`src/rtl/cs_dma_pkg.sv`:
```
`timescale 1ns/1ps
package cs_dma_pkg;
    typedef enum logic [1:0] {
        ST_IDLE = 2'd0,
        ST_ASK  = 2'd1,
        ST_GAP  = 2'd2
    } dma_state_e;

    localparam logic [1:0] SEL_CTRL = 2'd0;
    localparam logic [1:0] SEL_DEV  = 2'd1;
    localparam logic [1:0] SEL_MEM  = 2'd2;
    localparam logic [1:0] SEL_CNT  = 2'd3;

    localparam int BIT_GO  = 0;
    localparam int BIT_DIR = 1;
    localparam int BIT_ACK = 2;
endpackage

```
`src/rtl/cs_dma_regs.sv`:
```
`timescale 1ns/1ps
module cs_dma_regs
    import cs_dma_pkg::*;
#(
    parameter int DW   = 16,
    parameter int AW   = 16,
    parameter int CW   = 16,
    parameter int DEVW = 8
) (
    input  logic            clk,
    input  logic            rst_n,
    input  logic            cfg_we,
    input  logic [1:0]      cfg_sel,
    input  logic [DW-1:0]   cfg_wdata,
    input  logic            busy,
    input  logic            step,
    input  logic            done_set,
    output logic            go,
    output logic [DEVW-1:0] dev_addr_q,
    output logic [AW-1:0]   mem_addr_q,
    output logic [CW-1:0]   count_q,
    output logic            dir_q,
    output logic            irq_q,
    output logic [DW-1:0]   cfg_rdata
);
    logic idle_wr;
    logic ctrl_wr;
    logic ack_wr;

    assign idle_wr = cfg_we && !busy;
    assign ctrl_wr = cfg_we && (cfg_sel == SEL_CTRL);
    assign ack_wr  = ctrl_wr && cfg_wdata[BIT_ACK];
    assign go      = idle_wr && (cfg_sel == SEL_CTRL) && cfg_wdata[BIT_GO];

    always_ff @(posedge clk) begin
        if (!rst_n) begin
            dev_addr_q <= '0;
            mem_addr_q <= '0;
            count_q    <= '0;
            dir_q      <= 1'b0;
            irq_q      <= 1'b0;
        end else begin
            if (idle_wr && cfg_sel == SEL_DEV)
                dev_addr_q <= cfg_wdata[DEVW-1:0];
            if (step)
                mem_addr_q <= mem_addr_q + AW'(1);
            else if (idle_wr && cfg_sel == SEL_MEM)
                mem_addr_q <= cfg_wdata[AW-1:0];
            if (step)
                count_q <= count_q - CW'(1);
            else if (idle_wr && cfg_sel == SEL_CNT)
                count_q <= cfg_wdata[CW-1:0];
            if (idle_wr && cfg_sel == SEL_CTRL)
                dir_q <= cfg_wdata[BIT_DIR];
            if (done_set)
                irq_q <= 1'b1;
            else if (ack_wr)
                irq_q <= 1'b0;
        end
    end

    always_comb begin
        cfg_rdata = '0;
        unique case (cfg_sel)
            SEL_CTRL: begin
                cfg_rdata[BIT_GO]  = busy;
                cfg_rdata[BIT_DIR] = dir_q;
                cfg_rdata[BIT_ACK] = irq_q;
            end
            SEL_DEV:  cfg_rdata[DEVW-1:0] = dev_addr_q;
            SEL_MEM:  cfg_rdata[AW-1:0]   = mem_addr_q;
            SEL_CNT:  cfg_rdata[CW-1:0]   = count_q;
            default:  cfg_rdata = '0;
        endcase
    end
endmodule

```
`src/rtl/cs_dma_fsm.sv`:
```
`timescale 1ns/1ps
module cs_dma_fsm
    import cs_dma_pkg::*;
(
    input  logic clk,
    input  logic rst_n,
    input  logic go,
    input  logic count_zero,
    input  logic last_word,
    input  logic bus_gnt,
    output logic busy,
    output logic bus_req,
    output logic xfer,
    output logic done_set
);
    dma_state_e st, nxt;

    always_ff @(posedge clk) begin
        if (!rst_n) st <= ST_IDLE;
        else        st <= nxt;
    end

    always_comb begin
        nxt = st;
        unique case (st)
            ST_IDLE: if (go && !count_zero) nxt = ST_ASK;
            ST_ASK:  if (bus_gnt) nxt = last_word ? ST_IDLE : ST_GAP;
            ST_GAP:  nxt = ST_ASK;
            default: nxt = ST_IDLE;
        endcase
    end

    always_comb begin
        busy     = (st != ST_IDLE);
        bus_req  = (st == ST_ASK);
        xfer     = (st == ST_ASK) && bus_gnt;
        done_set = ((st == ST_IDLE) && go && count_zero) || (xfer && last_word);
    end
endmodule

```
`src/rtl/cs_dma.sv`:
```
`timescale 1ns/1ps
module cs_dma #(
    parameter int DW   = 16,
    parameter int AW   = 16,
    parameter int CW   = 16,
    parameter int DEVW = 8
) (
    input  logic            clk,
    input  logic            rst_n,
    input  logic            cfg_we,
    input  logic [1:0]      cfg_sel,
    input  logic [DW-1:0]   cfg_wdata,
    output logic [DW-1:0]   cfg_rdata,
    output logic            bus_req,
    input  logic            bus_gnt,
    output logic [AW-1:0]   bus_addr,
    output logic            bus_we,
    output logic            bus_rd,
    output logic [DW-1:0]   bus_wdata,
    input  logic [DW-1:0]   bus_rdata,
    output logic [DEVW-1:0] dev_addr,
    output logic            dev_rd,
    output logic            dev_wr,
    input  logic [DW-1:0]   dev_rdata,
    output logic [DW-1:0]   dev_wdata,
    output logic            irq
);
    logic            go, busy, xfer, done_set;
    logic [DEVW-1:0] dev_addr_q;
    logic [AW-1:0]   mem_addr_q;
    logic [CW-1:0]   count_q;
    logic            dir_q;
    logic            to_mem, to_dev;

    cs_dma_regs #(.DW(DW), .AW(AW), .CW(CW), .DEVW(DEVW)) u_regs (
        .clk        (clk),
        .rst_n      (rst_n),
        .cfg_we     (cfg_we),
        .cfg_sel    (cfg_sel),
        .cfg_wdata  (cfg_wdata),
        .busy       (busy),
        .step       (xfer),
        .done_set   (done_set),
        .go         (go),
        .dev_addr_q (dev_addr_q),
        .mem_addr_q (mem_addr_q),
        .count_q    (count_q),
        .dir_q      (dir_q),
        .irq_q      (irq),
        .cfg_rdata  (cfg_rdata)
    );

    cs_dma_fsm u_fsm (
        .clk        (clk),
        .rst_n      (rst_n),
        .go         (go),
        .count_zero (count_q == '0),
        .last_word  (count_q == CW'(1)),
        .bus_gnt    (bus_gnt),
        .busy       (busy),
        .bus_req    (bus_req),
        .xfer       (xfer),
        .done_set   (done_set)
    );

    assign to_mem = xfer && !dir_q;
    assign to_dev = xfer &&  dir_q;

    always_comb begin
        bus_addr  = xfer   ? mem_addr_q : '0;
        dev_addr  = xfer   ? dev_addr_q : '0;
        bus_we    = to_mem;
        dev_rd    = to_mem;
        bus_rd    = to_dev;
        dev_wr    = to_dev;
        bus_wdata = to_mem ? dev_rdata : '0;
        dev_wdata = to_dev ? bus_rdata : '0;
    end
endmodule

```
`config.mk`:
```
export PLATFORM = sky130hd
export DESIGN_NAME = cs_dma
export DESIGN_NICKNAME = d
export VERILOG_FILES = /design/src/rtl/cs_dma_pkg.sv /design/src/rtl/cs_dma_regs.sv /design/src/rtl/cs_dma_fsm.sv /design/src/rtl/cs_dma.sv
export SDC_FILE = /design/constraint.sdc
export NUM_CORES = 1
export LEC_CHECK = 0
export BUFFER_PORTS_ARGS = -buffer_cell sky130_fd_sc_hd__buf_2
export CAP_MARGIN = 10
export CORE_MARGIN = 2
export CORE_UTILIZATION = 49
export CTS_CLUSTER_DIAMETER = 60
export CTS_CLUSTER_SIZE = 12
export DETAILED_ROUTE_END_ITERATION = 12
export PLACE_DENSITY = 0.91
export SLEW_MARGIN = 40
export SYNTH_ARGS = -nofsm -noshare
export SYNTH_HDL_FRONTEND = slang
export SYNTH_HIERARCHICAL = 1
export SYNTH_SLANG_ARGS = --single-unit
```
`constraint.sdc`:
```
create_clock -name clk -period 2.5 [get_ports clk]
set_clock_uncertainty 0.1 [all_clocks]
set_input_delay 0.625 -clock clk [delete_from_list [all_inputs] [get_ports clk]]
set_output_delay 0.625 -clock clk [all_outputs]
set_load 0.02 [all_outputs]
```
Yosys cells after proc, flatten, opt, wreduce, memory -nomap -nowiden
Cells that the tools add are included.
{ "totals": {"elab_cells": 60, "inputBits": 54, "out_inout_bits": 78, "ff_bits": 44} }
{ "classes": {"mux": 17, "n_reduce_logical": 27, "add_sub_neg": 2, "n_eq_ne": 8} }
{ "ops": {"columns": ["operator", "count"], "rows": [
  ["16-bit two-way mux", 7],
  ["16-bit by 1-bit adder with 16-bit output, second input constant", 1],
  ["16-bit by 1-bit equality test with 1-bit output, second input constant", 1],
  ["16-bit logical NOT", 1],
  ["8-bit one-hot mux with 2 select lines", 1],
  ["16-bit by 1-bit subtractor with 16-bit output, second input constant", 1],
  ["1-bit logical AND", 15],
  ["5-bit one-hot mux with 3 select lines", 1],
  ["3-bit one-hot mux with 4 select lines", 1],
  ["8-bit two-way mux", 1],
  ["2-bit nonzero test", 4],
  ["2-bit equality test, second input constant", 3],
  ["2-bit two-way mux", 3],
  ["2-bit one-hot mux with 3 select lines", 1],
  ["2-bit by 1-bit equality test with 1-bit output, second input constant", 2],
  ["2-bit logical NOT", 2],
  ["2-bit by 1-bit != test with 1-bit output, second input constant", 2],
  ["1-bit logical NOT", 3],
  ["1-bit two-way mux", 2],
  ["2-bit AND reduction", 1],
  ["1-bit logical OR", 1]
]} }

Depth between registers and ports, before layout
{ "depth": {"depth_word": 9, "depth_mapped": 8, "mapped_depth_nobuf": 8} }

Modules after synthesis
The synthesis kept the hierarchy.
{ "modules_own_cells": {"columns": ["mod", "instances", "seq_area_each_um2", "cells_per_inst", "area_per_inst_um2"], "rows": [
  ["cs_dma_regs", 1, 840.8, 305, 2561.2],
  ["cs_dma", 1, 0.0, 73, 457.9],
  ["cs_dma_fsm", 1, 40.0, 12, 111.4]
]} }

Worst setup path after synthesis
OpenSTA, ideal clock, no wires.
{ "synth_timing": {"path_type": "in2out", "startpoint": "in cfg_sel[0]", "endpoint": "out cfg_rdata[10]", "stages": 4, "path_buffers": 2, "setup_slack_ns": 0.111, "arrival_time_ns": 1.664, "t_required_ns": 1.775, "cell_sequence": "buf_2 > clkbuf_1 > mux2i_1 > nor2b_1"} }
{ "synth_via": {"elab_chain_len": 2, "word_cells_on_any_way": 3, "classes_between": "eq/ne: 2; mux: 1"} }
{ "synth_lines": {"columns": ["element", "line_no", "source"], "rows": [
  ["from (decl)", "cs_dma.sv:11", "input logic [1:0] cfg_sel,"],
  ["2-bit equality test", "cs_dma_regs.sv:64", "unique case (cfg_sel)"],
  ["8-bit one-hot mux with 2 select lines *", "cs_dma_regs.sv:64", null],
  ["to (decl)", "cs_dma.sv:13", "output logic [DW-1:0] cfg_rdata,"]
]} }
Every way passes the cells marked *; elsewhere a longest branch is shown, timed or not.

Worst setup path after layout
{ "layout_timing": {"startpoint": "reg u_fsm.st[0]", "endpoint": "out bus_wdata[6]"} }
{ "layout_via": {"elab_chain_len": 4} }
{ "layout_lines": {"columns": ["element", "line_no", "source"], "rows": [
  ["from (decl)", "cs_dma_fsm.sv:16", "dma_state_e st, nxt;"],
  ["from (signal assigned)", "cs_dma_fsm.sv:20", "else st <= nxt;"],
  ["2-bit by 1-bit equality test with 1-bit output", "cs_dma_fsm.sv:36", "xfer = (st == ST_ASK) && bus_gnt;"],
  ["1-bit logical AND", "cs_dma_fsm.sv:36", null],
  ["named net xfer", "cs_dma.sv:28", "logic go, busy, xfer, done_set;"],
  ["1-bit logical AND", "cs_dma.sv:66", "assign to_mem = xfer && !dir_q;"],
  ["16-bit two-way mux", "cs_dma.sv:76", "bus_wdata = to_mem ? dev_rdata : '0;"],
  ["to (decl)", "cs_dma.sv:19", "output logic [DW-1:0] bus_wdata,"]
]} }
The timed path passes the listed nets, and every way through them passes these cells.

==> impl_results.md <==
- Most frequent cells after synthesis: 45 x and2_1, 44 x dfxtp_1, 24 x nor2_1, 22 x nand2_1, 21 x and3_1
- Crit Path Category: flop to primary output
- Clk_lat worst skew: 0.30 ns
- Net Count, Synth: 446
- Crit Path Max Fanout: 18
- Io pins: 132
- Cts bufs inserted: 5
- Core area: 6280 um2
- Most frequent cell after synthesis: and2_1
- Share of cells above drive strength 1: 34.9%
- Leading area contributor after synthesis: dfxtp_1
- Wirelength per Cell: 18.2 um
- Final Cycle Share: 95.5%
- Filler Cell Count: 550
- Synth Area in Compound Gates: 17.1%
- Number of synthesized flops with an enable pin: 0
- Drt pass-1 iters: 8
- RD Place Congestion: 0.938
- Post-DP Area: 3920 um2
- Crit path launch type: flop
- Hold WS: 0.441 ns
- Max Cap Violations: 0
- Die ar.: 7040 um2
- Largest cells by area after synthesis: dfxtp_1 28%, and2_1 9.0%, mux2i_1 6.1%, and3_1 4.2%, a21oi_1 2.9%
- Min-Delay Path Class: flop to flop
- Vias: 3728
- RSZ-0062 raised after global routing: no
- Final Core Density: 64.2%
- Final setup viols: 0
- Synthesized cell area: 3130 um2
- Leakage: 1.95 nW
- Row count: 29
- Setup TNS: 0 ns
- P&R area growth vs syn: 28.7%
- Post-Synthesis Cells: 390
- Vias in the first global route: 3418
- FMAX: 419 MHz
- Sink Count: 44
- IO buf count: 131
- First-pass GRT wire length: 16.7 mm
- Crit path DAT: 1.66 ns
- Antenna Diode Count: 0
- Largest family of logic cells by synthesized area: simple AND/OR/NAND/NOR gates
- Peak VDD IR: 0.407 mV
- Final wirelength: 10.8 mm
- Simple-gate share of the synthesized area: 37.5%
- Ys Warns: 6
- Final net count: 574
- Drt drc: 0
- Area share of fa/ha/maj cells after synthesis: 0.799%
- Largest net degree at the start of global routing: 35
- Outcome: completed
- Placed cell count: 588
- Max-Slew Margin vs Limit: 66.0%
- Syn Area/Cell: 8.03 um2
- Final Instance Area: 4030 um2
- Layout Cells excl Fill: 596
- Post-CTS Repair Setup Buffers: 0
- Vias per cell: 6.26
- Clk root buf: clkbuf_8
- Cell variety after synth: 58
- Sequential fraction of the synthesis area: 28.1%
- Total gr overflow: 0
- Clock buffer depth: 2
- Die X: 83.9 um
- Clk slew on worst S/H paths: 0.09 ns
- Die Span Y: 83.9 um
- Slew @ Worst Pin: 0.505 ns
- Total GRT Usage: 29.1%
- CP required: 1.77 ns
- Multiplexer share of the synthesized area: 11.1%
- CTS hold repair buffers: 0
- FFs w/ async S/R, synth: 0%
- CTS H-tree depth: 2
- Minimum clock period after layout: 2.39 ns
- Cell Pwr Density: 426 nW/um2
- CTS resizes: 0
- Synth Flop Type: dfxtp_1
- Post-Synth XOR/XNOR Area: 0.280%
- CP endpoint kind: primary output
- Hpwl dp: 7.84 mm
- CTS tree: done
- Max Slew Vio Count: 0
- Synth top area share: 28.1%
- Antenna Violating Nets Remaining: 0
- Initial antenna violation count: 0
- Post-synthesis register bit count: 44
- Final hold vios: 0
- DRC marker count from the first detailed-route iteration: 345
- Initial Util: 49.9%
[critical path, cell delays in order (launching register included)]
cell     delay, ns
dfxtp_1       0.42
and3b_2       0.30
nor2b_1       0.15
buf_4         0.19
and2_1        0.14
buf_2         0.16
[path summary, 6_finish.rpt]
path	from	endpoint	slack (ns)	depth (start not counted)
worst min register to register	u_regs/irq_q	u_regs/irq_q	0.44	2
worst min-delay path	u_regs/irq_q	u_regs/irq_q	0.44	2
worst max-delay path	u_fsm/st[0]	bus_wdata[6]	0.11	5
worst max register to register	u_fsm/st[0]	u_regs/mem_addr_q[15]	0.41	5
[through the flow]
stage / setup slack, ns / power [mW]
2_1_floorplan: 0.111 / 1.01
3_3_place_gp: 0.171 / 1.15
3_5_place_dp: 0.136 / 1.16
4_1_cts: 0.121 / 1.70
5_1_grt: 0.0163 / 1.78
6_report: 0.112 / 1.72
[cell usage in the layout (no fill, tap or decap), types with 6 or more instances in the layout]
cell type  instances
buf_2            131
and2_1            45
nand3_1           13
a31oi_1            8
mux2_2             8
o21ai_0           10
nor3_1            11
inv_1              7
buf_4             19
a22o_1             6
and3_1            21
mux2i_1           19
o211ai_1           6
or4_1              6
nand4_1            9
nor2_1            24
nor2b_1           13
a21oi_1           18
a211oi_1           7
dfxtp_1           44
nand2_1           22
[report_power, final]
part,internal [mW],switching [mW],total [mW]
logic,0.160,0.202,0.362
clock network,0.296,0.259,0.555
registers,0.735,0.0635,0.798
[state kept, by name, indices dropped and copies added, names as in the netlist]
register and count:
u_regs/count_q 16, u_regs/mem_addr_q 16, u_regs/dev_addr_q 8, u_fsm/st 2, u_regs/dir_q 1, u_regs/irq_q 1
[logic make-up (layout without fill, tap and decap cells)]
| family | Yosys count | in the layout |
|---|---|---|
| compound gates | 77 | 77 |
| xor+xnor | 1 | 1 |
| fa+ha+maj | 2 | 2 |
| buf+inv | 38 | 167 |
| flops | 44 | 44 |
| mux | 30 | 30 |
| simple gates | 198 | 198 |
[cell type report]
class                      count  area (um2)  area share (%)
multi-input combinational    308        2090            51.9
sequential                    44         881            21.9
timing repair buffer         151         818            20.3
tap                           77        96.3            2.39
clock buffer                   5        68.8            1.71
clock inverter                 3        42.5            1.06
inverter                       8        30.0           0.746
[layer usage]
layer	routed length (um)	part of all wire, %	global-route usage, %
met1	4100	38	35.2
met5	0	0	0
met2	5180	48	48.7
met3	1080	10	6.33
met4	466	4.3	13.9
Power figures use the tool's default switching activity.
